File: src/rtl/satx_pkg.sv
package satx_pkg;
  localparam int SLOT_W = 6;

  // One launch event, produced by whichever timing source is active
  typedef struct packed {
    logic              fall;         // bit clock falls in this cycle
    logic              frame_start;  // the launched slot opens a left half
    logic              left;         // half-frame being launched is left
    logic [SLOT_W-1:0] slot;         // slot index within the half-frame
  } slot_ev_t;
endpackage

File: src/rtl/satx_master_timing.sv
module satx_master_timing
  import satx_pkg::*;
#(
  parameter int MCK_PER_BIT    = 4,
  parameter int SLOTS_PER_HALF = 32
) (
  input  logic     clk,
  input  logic     rst_n,
  input  logic     en,
  input  logic     mck_en,
  input  logic     fmt_i2s,
  output logic     bclk_o,
  output logic     lrck_o,
  output slot_ev_t ev_o
);
  localparam int PH_W   = $clog2(MCK_PER_BIT);
  localparam int HALF_W = $clog2(SLOTS_PER_HALF);
  localparam int CNT_W  = HALF_W + 1;

  logic [PH_W-1:0]  ph_q, ph_d;
  logic [CNT_W-1:0] cnt_q, cnt_d;
  logic             wrap;

  always_comb begin
    wrap  = en && mck_en && (ph_q == PH_W'(MCK_PER_BIT - 1));
    ph_d  = ph_q;
    cnt_d = cnt_q;
    if (en && mck_en) ph_d = wrap ? '0 : ph_q + 1'b1;
    if (wrap)         cnt_d = cnt_q + 1'b1;
  end

  always_ff @(posedge clk or negedge rst_n) begin
    if (!rst_n) begin
      ph_q  <= '0;
      cnt_q <= '1;
    end else begin
      ph_q  <= ph_d;
      cnt_q <= cnt_d;
    end
  end

  assign bclk_o = (ph_q >= PH_W'(MCK_PER_BIT / 2));
  assign lrck_o = fmt_i2s ? cnt_q[CNT_W-1] : ~cnt_q[CNT_W-1];

  always_comb begin
    ev_o.fall        = wrap;
    ev_o.frame_start = wrap && (cnt_d == '0);
    ev_o.left        = ~cnt_d[CNT_W-1];
    ev_o.slot        = SLOT_W'(cnt_d[HALF_W-1:0]);
  end
endmodule

File: src/rtl/satx_slave_track.sv
module satx_slave_track
  import satx_pkg::*;
#(
  parameter int SYNC_STAGES = 2
) (
  input  logic     clk,
  input  logic     rst_n,
  input  logic     en,
  input  logic     fmt_i2s,
  input  logic     bclk_i,
  input  logic     lrck_i,
  output slot_ev_t ev_o
);
  logic [SYNC_STAGES-1:0] bsync_q, lsync_q;
  logic                   bprev_q, left_prev_q;
  logic [SLOT_W-1:0]      slot_q, slot_d;
  logic                   b_s, left_now, new_half, fall;

  always_comb begin
    b_s      = bsync_q[SYNC_STAGES-1];
    left_now = fmt_i2s ? ~lsync_q[SYNC_STAGES-1] : lsync_q[SYNC_STAGES-1];
    fall     = en && bprev_q && !b_s;
    new_half = (left_now != left_prev_q);
    if (new_half)          slot_d = '0;
    else if (&slot_q)      slot_d = slot_q;
    else                   slot_d = slot_q + 1'b1;
  end

  always_ff @(posedge clk or negedge rst_n) begin
    if (!rst_n) begin
      bsync_q     <= '0;
      lsync_q     <= '0;
      bprev_q     <= 1'b0;
      left_prev_q <= 1'b0;
      slot_q      <= '1;
    end else begin
      bsync_q <= {bsync_q[SYNC_STAGES-2:0], bclk_i};
      lsync_q <= {lsync_q[SYNC_STAGES-2:0], lrck_i};
      bprev_q <= b_s;
      if (fall) begin
        slot_q      <= slot_d;
        left_prev_q <= left_now;
      end
    end
  end

  always_comb begin
    ev_o.fall        = fall;
    ev_o.frame_start = new_half && left_now;
    ev_o.left        = left_now;
    ev_o.slot        = slot_d;
  end
endmodule

File: src/rtl/satx_serializer.sv
module satx_serializer
  import satx_pkg::*;
#(
  parameter int WORD_W = 24
) (
  input  logic              clk,
  input  logic              rst_n,
  input  logic              fmt_i2s,
  input  slot_ev_t          ev_i,
  input  logic              ld_valid,
  input  logic [WORD_W-1:0] ld_left,
  input  logic [WORD_W-1:0] ld_right,
  output logic              ld_ready,
  output logic              sdo_o
);
  logic [WORD_W-1:0] pend_l_q, pend_r_q, act_l_q, act_r_q;
  logic [WORD_W-1:0] cur_l, cur_r, word, shifted;
  logic              pend_vld_q, pend_vld_d, dly_q, sdo_q;
  logic              take, accept, stream;

  always_comb begin
    take    = ev_i.fall && ev_i.frame_start && pend_vld_q;
    accept  = ld_valid && !pend_vld_q;
    cur_l   = take ? pend_l_q : act_l_q;
    cur_r   = take ? pend_r_q : act_r_q;
    word    = ev_i.left ? cur_l : cur_r;
    shifted = word << ev_i.slot;
    stream  = (int'(ev_i.slot) < WORD_W) ? shifted[WORD_W-1] : 1'b0;
    pend_vld_d = pend_vld_q;
    if (take)   pend_vld_d = 1'b0;
    if (accept) pend_vld_d = 1'b1;
  end

  always_ff @(posedge clk or negedge rst_n) begin
    if (!rst_n) begin
      pend_l_q   <= '0;
      pend_r_q   <= '0;
      act_l_q    <= '0;
      act_r_q    <= '0;
      pend_vld_q <= 1'b0;
      dly_q      <= 1'b0;
      sdo_q      <= 1'b0;
    end else begin
      pend_vld_q <= pend_vld_d;
      if (accept) begin
        pend_l_q <= ld_left;
        pend_r_q <= ld_right;
      end
      if (take) begin
        act_l_q <= pend_l_q;
        act_r_q <= pend_r_q;
      end
      if (ev_i.fall) begin
        dly_q <= stream;
        sdo_q <= fmt_i2s ? dly_q : stream;
      end
    end
  end

  assign ld_ready = !pend_vld_q;
  assign sdo_o    = sdo_q;

  AST_PEND_HELD: assert property (@(posedge clk) disable iff (!rst_n)
    (pend_vld_q && !(ev_i.fall && ev_i.frame_start)) |=> pend_vld_q);
  AST_PEND_TAKEN: assert property (@(posedge clk) disable iff (!rst_n)
    (pend_vld_q && ev_i.fall && ev_i.frame_start) |=> !pend_vld_q);
endmodule

File: src/rtl/serial_audio_tx.sv
module serial_audio_tx
  import satx_pkg::*;
#(
  parameter int WORD_W         = 24,
  parameter int SLOTS_PER_HALF = 32,
  parameter int MCK_PER_BIT    = 4,
  parameter int SYNC_STAGES    = 2
) (
  input  logic              clk,
  input  logic              rst_n,
  input  logic              slave_sel_i,
  input  logic              fmt_i2s_i,
  input  logic              mute_i,
  input  logic              mck_en_i,
  input  logic              s_bclk_i,
  input  logic              s_lrck_i,
  output logic              m_bclk_o,
  output logic              m_lrck_o,
  input  logic              ld_valid_i,
  output logic              ld_ready_o,
  input  logic [WORD_W-1:0] ld_left_i,
  input  logic [WORD_W-1:0] ld_right_i,
  output logic              sd_o
);
  slot_ev_t ev_m, ev_s, ev;
  logic     bclk_gen, lrck_gen, sdo;

  satx_master_timing #(
    .MCK_PER_BIT   (MCK_PER_BIT),
    .SLOTS_PER_HALF(SLOTS_PER_HALF)
  ) u_mst (
    .clk    (clk),
    .rst_n  (rst_n),
    .en     (!slave_sel_i),
    .mck_en (mck_en_i),
    .fmt_i2s(fmt_i2s_i),
    .bclk_o (bclk_gen),
    .lrck_o (lrck_gen),
    .ev_o   (ev_m)
  );

  satx_slave_track #(
    .SYNC_STAGES(SYNC_STAGES)
  ) u_slv (
    .clk    (clk),
    .rst_n  (rst_n),
    .en     (slave_sel_i),
    .fmt_i2s(fmt_i2s_i),
    .bclk_i (s_bclk_i),
    .lrck_i (s_lrck_i),
    .ev_o   (ev_s)
  );

  assign ev = slave_sel_i ? ev_s : ev_m;

  satx_serializer #(
    .WORD_W(WORD_W)
  ) u_ser (
    .clk     (clk),
    .rst_n   (rst_n),
    .fmt_i2s (fmt_i2s_i),
    .ev_i    (ev),
    .ld_valid(ld_valid_i),
    .ld_left (ld_left_i),
    .ld_right(ld_right_i),
    .ld_ready(ld_ready_o),
    .sdo_o   (sdo)
  );

  assign m_bclk_o = bclk_gen & ~slave_sel_i;
  assign m_lrck_o = lrck_gen & ~slave_sel_i;
  assign sd_o     = sdo & ~mute_i;

  AST_BCLK_NEEDS_MCK: assert property (@(posedge clk) disable iff (!rst_n)
    (!slave_sel_i && !$past(mck_en_i)) |-> $stable(m_bclk_o));
  AST_LRCK_ON_FALL: assert property (@(posedge clk) disable iff (!rst_n)
    (!slave_sel_i && (m_lrck_o != $past(m_lrck_o))) |-> $fell(m_bclk_o));
  AST_DATA_ON_FALL: assert property (@(posedge clk) disable iff (!rst_n)
    (!slave_sel_i && $stable(mute_i) && !$fell(m_bclk_o)) |-> $stable(sd_o));
endmodule

File: config.mk
export PLATFORM = sky130hd
export DESIGN_NAME = serial_audio_tx
export DESIGN_NICKNAME = d
export VERILOG_FILES = /design/src/rtl/satx_pkg.sv /design/src/rtl/satx_master_timing.sv /design/src/rtl/satx_slave_track.sv /design/src/rtl/satx_serializer.sv /design/src/rtl/serial_audio_tx.sv
export SDC_FILE = /design/constraint.sdc
export NUM_CORES = 1
export LEC_CHECK = 0
export BUFFER_PORTS_ARGS = -buffer_cell sky130_fd_sc_hd__buf_2
export CAP_MARGIN = 20
export CORE_UTILIZATION = 54
export DETAILED_ROUTE_END_ITERATION = 6
export HOLD_SLACK_MARGIN = 0.06
export PLACE_DENSITY = 0.74
export SETUP_SLACK_MARGIN = 0.05
export SLEW_MARGIN = 20
export SYNTH_ARGS = -nofsm -noshare
export SYNTH_HDL_FRONTEND = slang
export SYNTH_SLANG_ARGS = --single-unit
export TNS_END_PERCENT = 30
File: constraint.sdc
create_clock -name clk -period 5.8 [get_ports clk]
set_input_delay 0.29 -clock clk [delete_from_list [all_inputs] [get_ports clk]]
set_output_delay 0.29 -clock clk [all_outputs]
set_load 0.02 [all_outputs]
==> results of run 1 <==
[cell families (layout without fill, tap and decap cells)]
| family | after synthesis | count (layout) | share of synthesized area, % |
|---|---|---|---|
| AND/OR/NAND/NOR | 148 | 148 | 11.7 |
| flip-flops | 119 | 119 | 48.4 |
| buffers and inverters | 45 | 109 | 3.84 |
| AO/OA/AOI/OAI | 94 | 94 | 11.8 |
| XOR/XNOR | 10 | 10 | 1.42 |
| adder cells (fa/ha/maj) | 4 | 4 | 0.809 |
| multiplexers | 124 | 124 | 22.1 |
[flip-flops by register name, summed over array words and instances (netlist names)]
signal / cells
u_mst.cnt_q: 6
u_mst.ph_q: 2
u_ser.act_l_q: 24
u_ser.act_r_q: 24
u_ser.dly_q: 1
u_ser.pend_l_q: 24
u_ser.pend_r_q: 24
u_ser.pend_vld_q: 1
u_ser.sdo_o: 1
u_slv.bprev_q: 1
u_slv.bsync_q: 2
u_slv.left_prev_q: 1
u_slv.lsync_q: 2
u_slv.slot_q: 6
[power by group]
group | switching (mW) | internal (mW) | total [mW]
registers | 0.292 | 1.21 | 1.50
logic | 0.491 | 0.552 | 1.04
clock network | 0.355 | 0.625 | 0.981
total | 1.14 | 2.38 | 3.52
[through the flow]
| stage | util [%] | area (µm²) | power [mW] | hold slack [ps] | setup slack [ps] |
|---|---|---|---|---|---|
| 2_1_floorplan | - | 6190 | 2.27 | -5.59 | 2900 |
| 6_report | 64.6 | 7100 | 3.52 | 83.2 | 1950 |
| 4_1_cts | 64.6 | 7100 | 3.54 | 72.0 | 1990 |
| 5_1_grt | 64.6 | 7100 | 3.74 | 75.1 | 1700 |
| 3_3_place_gp | 59.3 | 6510 | 2.49 | 288 | 2070 |
| 3_5_place_dp | 59.3 | 6510 | 2.54 | 293 | 1970 |
[critical path, cell delays in order (launching register included)]
cell and delay [ps]:
dfrtp_1 380, xnor2_1 380, inv_1 90, ha_1 450, nand2_1 160, a31oi_1 80
a21oi_2 700, buf_4 370, mux2_2 370, o31ai_1 220, a211o_1 130, nand4_1 90
nand4b_1 200, a31oi_1 110
[routing by layer]
| layer | wire length, µm | vias up |
|---|---|---|
| li1 | - | 2107 |
| met4 | 203 | 0 |
| met3 | 580 | 24 |
| met2 | 6200 | 107 |
| met1 | 5730 | 2222 |
| met5 | 0 | - |
[final cells by class]
cell class,instances,area share [%]
Clock buffer,22,6.82
Clock inverter,9,1.06
Inverter,11,0.582
Multi-Input combinational cell,380,41.8
Sequential cell,119,42.2
Tap cell,140,2.47
Timing Repair Buffer,67,5.11
[cell usage in the layout, fill, tap and decap left out, drive strengths merged, types with 7 or more instances in the layout]
| cell type | instances |
|---|---|
| dfrtp | 107 |
| clkbuf | 22 |
| xnor2 | 7 |
| dfstp | 12 |
| inv | 11 |
| nor2 | 21 |
| a21oi | 23 |
| nand3 | 31 |
| o21ai | 17 |
| mux2i | 23 |
| nand2 | 59 |
| nand4 | 8 |
| mux2 | 101 |
| buf | 64 |
[how the worst max path moves through the flow]
stage                startpoint           to  slack [ps]  depth (start not counted)
2_1_floorplan  u_slv.lsync_q[1]  u_ser.sdo_o        2900                         12
3_3_place_gp          fmt_i2s_i  u_ser.sdo_o        2070                         14
3_5_place_dp          fmt_i2s_i  u_ser.sdo_o        1970                         14
4_1_cts        u_slv.lsync_q[1]  u_ser.sdo_o        1990                         13
5_1_grt        u_slv.lsync_q[1]  u_ser.sdo_o        1700                         13
6_report       u_slv.lsync_q[1]  u_ser.sdo_o        1950                         13
==> run_results.csv, run 1 <==
group,metric,value,unit
status,outcome,"finished, final reports clean",
yosys,syn-num-nets,605,
worst_setup_path,reg2reg_to,"u_ser.sdo_o",
timing,slew_viol_final,0,
pwr,power_density,496,nW/µm²
floorplanning,initial_utilization,56.4,%
timing,setup-tns-final,0,ps
yosys,synth.cell_area,6190,µm²
worst_setup_path,worstSetupEndpointType,"flop",
grt,grt.overflow.total,0,
worst_hold_path,hp-start,"ld_right_i[13]",
grt,grt_busiest_layer,"met2",
grt,gr-usage-met2,38.3,%
worst_setup_path,r2r_cells,13,
timing,relSlewSlack,35.5,%
yosys,synth_edf_count,0,
grt,grt_pass1_wl,21500,µm
grt,grtUsageMet3,6.46,%
floorplanning,core_area,11000,µm²
grt,grt_max_degree,83,
finish,syn2layout_area_growth,14.7,%
cts,clock_insertion_delay_worst_skew,420,ps
timing,fmax,260,MHz
worst_setup_path,cp.required,6090,ps
floorplanning,rows,38,
cts,path_clk_slew,50,ps
cts,clock_sinks,119,
timing,worst_slew_pin_slew,968,ps
cts,ctsHoldBuffers,3,
placed_design,globalplace.congestion,0.813,
yosys,synth_top_area_share,43.3,%
yosys,synthFlopType,"dfrtp_1",
finish,drive_gt1_share,37.2,%
cts,numCtsBuffers,17,
grt,grt_pass1_vias,4371,
cts,cts_tree,"done",
yosys,ys.warnings.count,0,
yosys,yosysMostFrequentCell,"dfrtp_1",
flow_run,maxCapViolations,0,
worst_setup_path,r2r_start,"u_slv.lsync_q[1]",
placed_design,portBuffers,60,
finish,seq_area,2990,µm²
yosys,synth-seq-cells,119,
floorplanning,die_x,109,µm
yosys,yosysSeqAreaShare,48.4,%
cts,clock_path_buffers,2,
worst_setup_path,critical_path_arrival,4140,ps
worst_setup_path,worstPathMaxFanout,15,
grt,grtUsageTotal,24.0,%
finish,n_fill_cell,859,
route,drt_iter0_drc,330,
finish,layout.nets,657,
yosys,ys_types,69,
worst_hold_path,holdPathEnd,"u_ser.pend_r_q[13]",
cts,cts-root-buf,"clkbuf_16",
grt,grt_use_met1,30.7,%
timing,min_period_over_period,66.3,%
worst_setup_path,cp-start-kind,"flop",
cts,post_cts_buffers,0,
route,routed_via_density,5.96,
placed_design,hpwlAfterDp,8510,µm
finish,multi_input_area,2970,µm²
worst_hold_path,min_path_cells,3,
route,drt-pass1-iter-count,4,
route,antenna_left,0,
floorplanning,ios,61,
placed_design,dp.cells,714,
grt,antenna_found_initial,0,
cts,cts_resized,0,
timing,period_needed,3850,ps
timing,worst_clock_skew,10.6,ps
route,finalWirelength,12700,µm
timing,setup_violations,0,
yosys,avgSynthCellArea,11.4,µm²
pwr,vdd_ir_drop_max,0.289,mV
route,num_vias,4460,
yosys,synth_top_area_cell,"dfrtp_1",
finish,n_antenna_cell,0,
finish,stdcell_count,748,
pwr,p_leak,3.18,nW
worst_setup_path,crit_type,"reg2reg",
cts,htree_num_levels,4,
yosys,synth.area.top_cells,"dfrtp_1 43%, mux2_2 18%, dfstp_2 5.1%",
yosys,synth_common_cells,"107 x dfrtp_1, 100 x mux2_2, 59 x nand2_1",
floorplanning,dieArea,11900,µm²
yosys,async_reset_ff_share,100,%
yosys,synth_cells,544,
floorplanning,chipHeight,109,µm
timing,rsz0062_at_grt,"no",
route,post_drt_wl_per_cell,17.0,µm
route,drc,0,
worst_hold_path,hold_class,"in2reg",
timing,hold_viol_final,0,
worst_setup_path,r2r_setup_slack,1950,ps
(Power assumes the default switching activity.)
==> run 2, diff against run 1 <==
- ABC_AREA: default -> 1
- CORE_UTILIZATION: 54 -> 53
- PLACE_DENSITY: 0.74 -> 0.76
- clock period: 5.8 -> 3.45 ns (I/O delays scaled with it)
==> run 2 against run 1 <==
  * Flip-flop and latch count stayed put
  * Die area is 11% lower
  * Largest cell class unchanged
  * Via count is 3.0% lower
  * Count of clock-buffer cells in the layout is 3 lower
==> run_results.csv, run 2 <==
group,metric,value,unit
yosys,yosysSeqAreaShare,55.4,%
worst_setup_path,r2r_start,"u_mst.cnt_q[0]",
worst_setup_path,critPathMostFrequentCell,"nand2_1",
placed_design,dp.cells,744,
timing,setup-tns-final,0,ps
timing,hold_viol_final,0,
finish,n_antenna_cell,0,
pwr,p_leak,3.39,nW
route,post_drt_wl_per_cell,14.8,µm
status,outcome,"finished, final reports clean",
worst_setup_path,worstPathMaxFanout,31,
grt,grt_pass1_wl,20800,µm
yosys,synth_top_area_cell,"dfrtp_1",
worst_setup_path,slowest_delay,560,ps
yosys,synthSimpleGateAreaFrac,22.3,%
yosys,ys_types,33,
grt,grt_max_degree,68,
grt,grt.overflow.total,0,
floorplanning,chipHeight,103,µm
route,drt-pass1-iter-count,5,
pwr,vdd_ir_drop_max,0.550,mV
cts,htree_num_levels,4,
placed_design,portBuffers,60,
cts,numCtsBuffers,17,
route,antenna_left,0,
worst_setup_path,worstSetupEndpointType,"flop",
timing,fmax,327,MHz
flow_run,maxCapViolations,0,
worst_hold_path,hold_class,"in2reg",
yosys,avgSynthCellArea,9.57,µm²
yosys,synth.area.top_cells,"dfrtp_1 50%, nand2_1 10%, mux2_2 9.6%",
yosys,synth_common_cells,"149 x nand2_1, 107 x dfrtp_1, 103 x nand3_1",
finish,stdcell_count,828,
yosys,synth_edf_count,0,
yosys,synth_top_area_share,49.5,%
cts,clock_insertion_delay_worst_skew,530,ps
timing,setup_violations,0,
yosys,synthFlopType,"dfrtp_1",
finish,mostFrequentLayoutCell,"nand2_1",
finish,drive_gt1_share,24.6,%
floorplanning,die_x,103,µm
timing,rsz0062_at_grt,"no",
yosys,synth_mux_area_share,9.58,%
yosys,synth_xor_area_share,0.486,%
worst_hold_path,min_path_cells,5,
floorplanning,dieArea,10600,µm²
grt,grt_use_met1,33.7,%
cts,path_clk_slew,60,ps
cts,cts_resized,0,
worst_setup_path,cp.required,3860,ps
floorplanning,initial_utilization,55.0,%
timing,min_period_over_period,88.6,%
grt,grtUsageMet3,6.85,%
worst_setup_path,reg2reg_to,"u_ser.sdo_o",
route,routed_via_density,5.22,
worst_setup_path,cp-start-kind,"flop",
route,drt_iter0_drc,330,
worst_setup_path,critical_path_arrival,3470,ps
floorplanning,ios,61,
route,drc,0,
floorplanning,core_area,9820,µm²
grt,antenna_found_initial,0,
cts,clock_path_buffers,2,
worst_setup_path,critPathBufInv,2,
worst_hold_path,hp-start,"slave_sel_i",
yosys,synth_cells,565,
yosys,synth_compound_area_share,5.69,%
grt,grtUsageTotal,26.3,%
finish,layout.nets,744,
yosys,ys.warnings.count,0,
route,finalWirelength,12200,µm
worst_setup_path,cpMaxStageDelayCell,"dfstp_2",
worst_setup_path,r2r_cells,21,
grt,grt_pass1_vias,4422,
finish,finish.utilization,70.7,%
cts,clock_sinks,119,
timing,worst_slew_pin_slew,833,ps
pwr,power_density,812,nW/µm²
cts,cts_tree,"done",
worst_setup_path,worstPathCellList,"ha_1 -> nand2_1 -> inv_1 -> nand2_1 -> nand2_1 -> nand2_2 -> nor2_2 -> nand3_1 -> o21bai_4 -> nand2_2 -> buf_12 -> o21ai_1 -> o211ai_1 -> nand3_1 -> nand3_1 -> nand3_1 -> nand2_1 -> nand2_1 -> nand2_1 -> nand2_1 -> nand2_1",
yosys,synth-seq-cells,119,
worst_setup_path,r2r_setup_slack,390,ps
placed_design,globalplace.congestion,0.830,
yosys,async_reset_ff_share,100,%
finish,syn2layout_area_growth,28.4,%
grt,gr-usage-met2,42.9,%
timing,period_needed,3060,ps
grt,grt_busiest_layer,"met2",
timing,relSlewSlack,44.5,%
cts,cts-root-buf,"clkbuf_8",
worst_hold_path,holdPathEnd,"u_slv.slot_q[2]",
yosys,syn-num-nets,626,
yosys,synth-adder-area-share,0.926,%
floorplanning,rows,36,
placed_design,hpwlAfterDp,7470,µm
yosys,synth.cell_area,5410,µm²
worst_setup_path,path_delay_family,"simple AND/OR/NAND/NOR gates",
yosys,yosysMostFrequentCell,"nand2_1",
route,num_vias,4326,
worst_setup_path,crit_type,"reg2reg",
timing,worst_clock_skew,8.01,ps
yosys,synth_top_family_by_area,"simple AND/OR/NAND/NOR gates",
finish,layout_common_cells,"148 x nand2_1, 107 x dfrtp_1, 103 x nand3_1",
timing,slew_viol_final,0,
-- run 2: cell types whose count changed after synthesis, moves of 6 or more --
cell / before / now
nand2_1: 59 / 149
nand3_1: 31 / 103
mux2_2: 100 / 46
inv_1: 11 / 40
mux2i_1: 23 / 0
a21oi_1: 20 / 5
buf_2: 18 / 5
o21ai_0: 14 / 22
nor2_1: 19 / 12
o21ai_1: 2 / 9
xnor2_1: 7 / 1
-- run 2: how the worst max path moves through the flow --
stage,slack (ps),from,cells after the start,to
2_1_floorplan,860,u_slv.slot_q[0],21,u_ser.sdo_o
3_3_place_gp,530,u_mst.cnt_q[0],23,u_ser.sdo_o
3_5_place_dp,440,u_mst.cnt_q[0],21,u_ser.sdo_o
4_1_cts,420,u_mst.cnt_q[0],21,u_ser.sdo_o
5_1_grt,50,u_mst.cnt_q[0],23,u_ser.sdo_o
6_report,390,u_mst.cnt_q[0],21,u_ser.sdo_o
-- run 2: cell families after synthesis --
group,count (synthesis)
buf+inv,67
fa+ha+maj,4
mux,46
xor+xnor,3
compound gates,51
simple gates,275
flops,119
-- run 2: per-layer routing --
metal,vias to the layer above,wire length [µm]
li1,2117,-
met1,2054,5280
met2,133,6140
met3,22,573
met4,0,232
met5,-,0
-- run 2: metrics by stage --
step,instance area [µm²],setup slack (ps),hold slack (ps),power [mW]
floorplan,5410,865,-123,3.41
global placement,5830,530,283,3.77
finish,6940,394,139,5.64
CTS,6940,420,117,5.63
detailed placement,5830,442,286,3.85
global route,6940,54.2,160,5.99
-- run 2: cell type report --
type	count	area (µm²)
multi-input cells	379	2110
inverters	44	165
fillers	715	2880
repair buffers	122	926
clock buffers	19	422
flip-flops and latches	119	2990
well taps	133	166
clock inverters	12	155
-- run 2: power by group --
group	switching [mW]	leakage (nW)	internal, mW
sequential	0.306	1.43	2.05
combinational	0.858	1.69	0.706
clock	0.621	0.266	1.09
-- run 2: tightest hold or removal path: cells and delay by family --
| family | cells | cell delay [ps] |
|---|---|---|
| buffers and inverters | 1 | 200 |
| and+or+nand+nor | 4 | 300 |
-- run 2: repair_timing --
item                                   in CTS  in global routing
setup buffers                               0                  0
endpoints found under the hold margin     122                  0
hold buffers                               53                  0
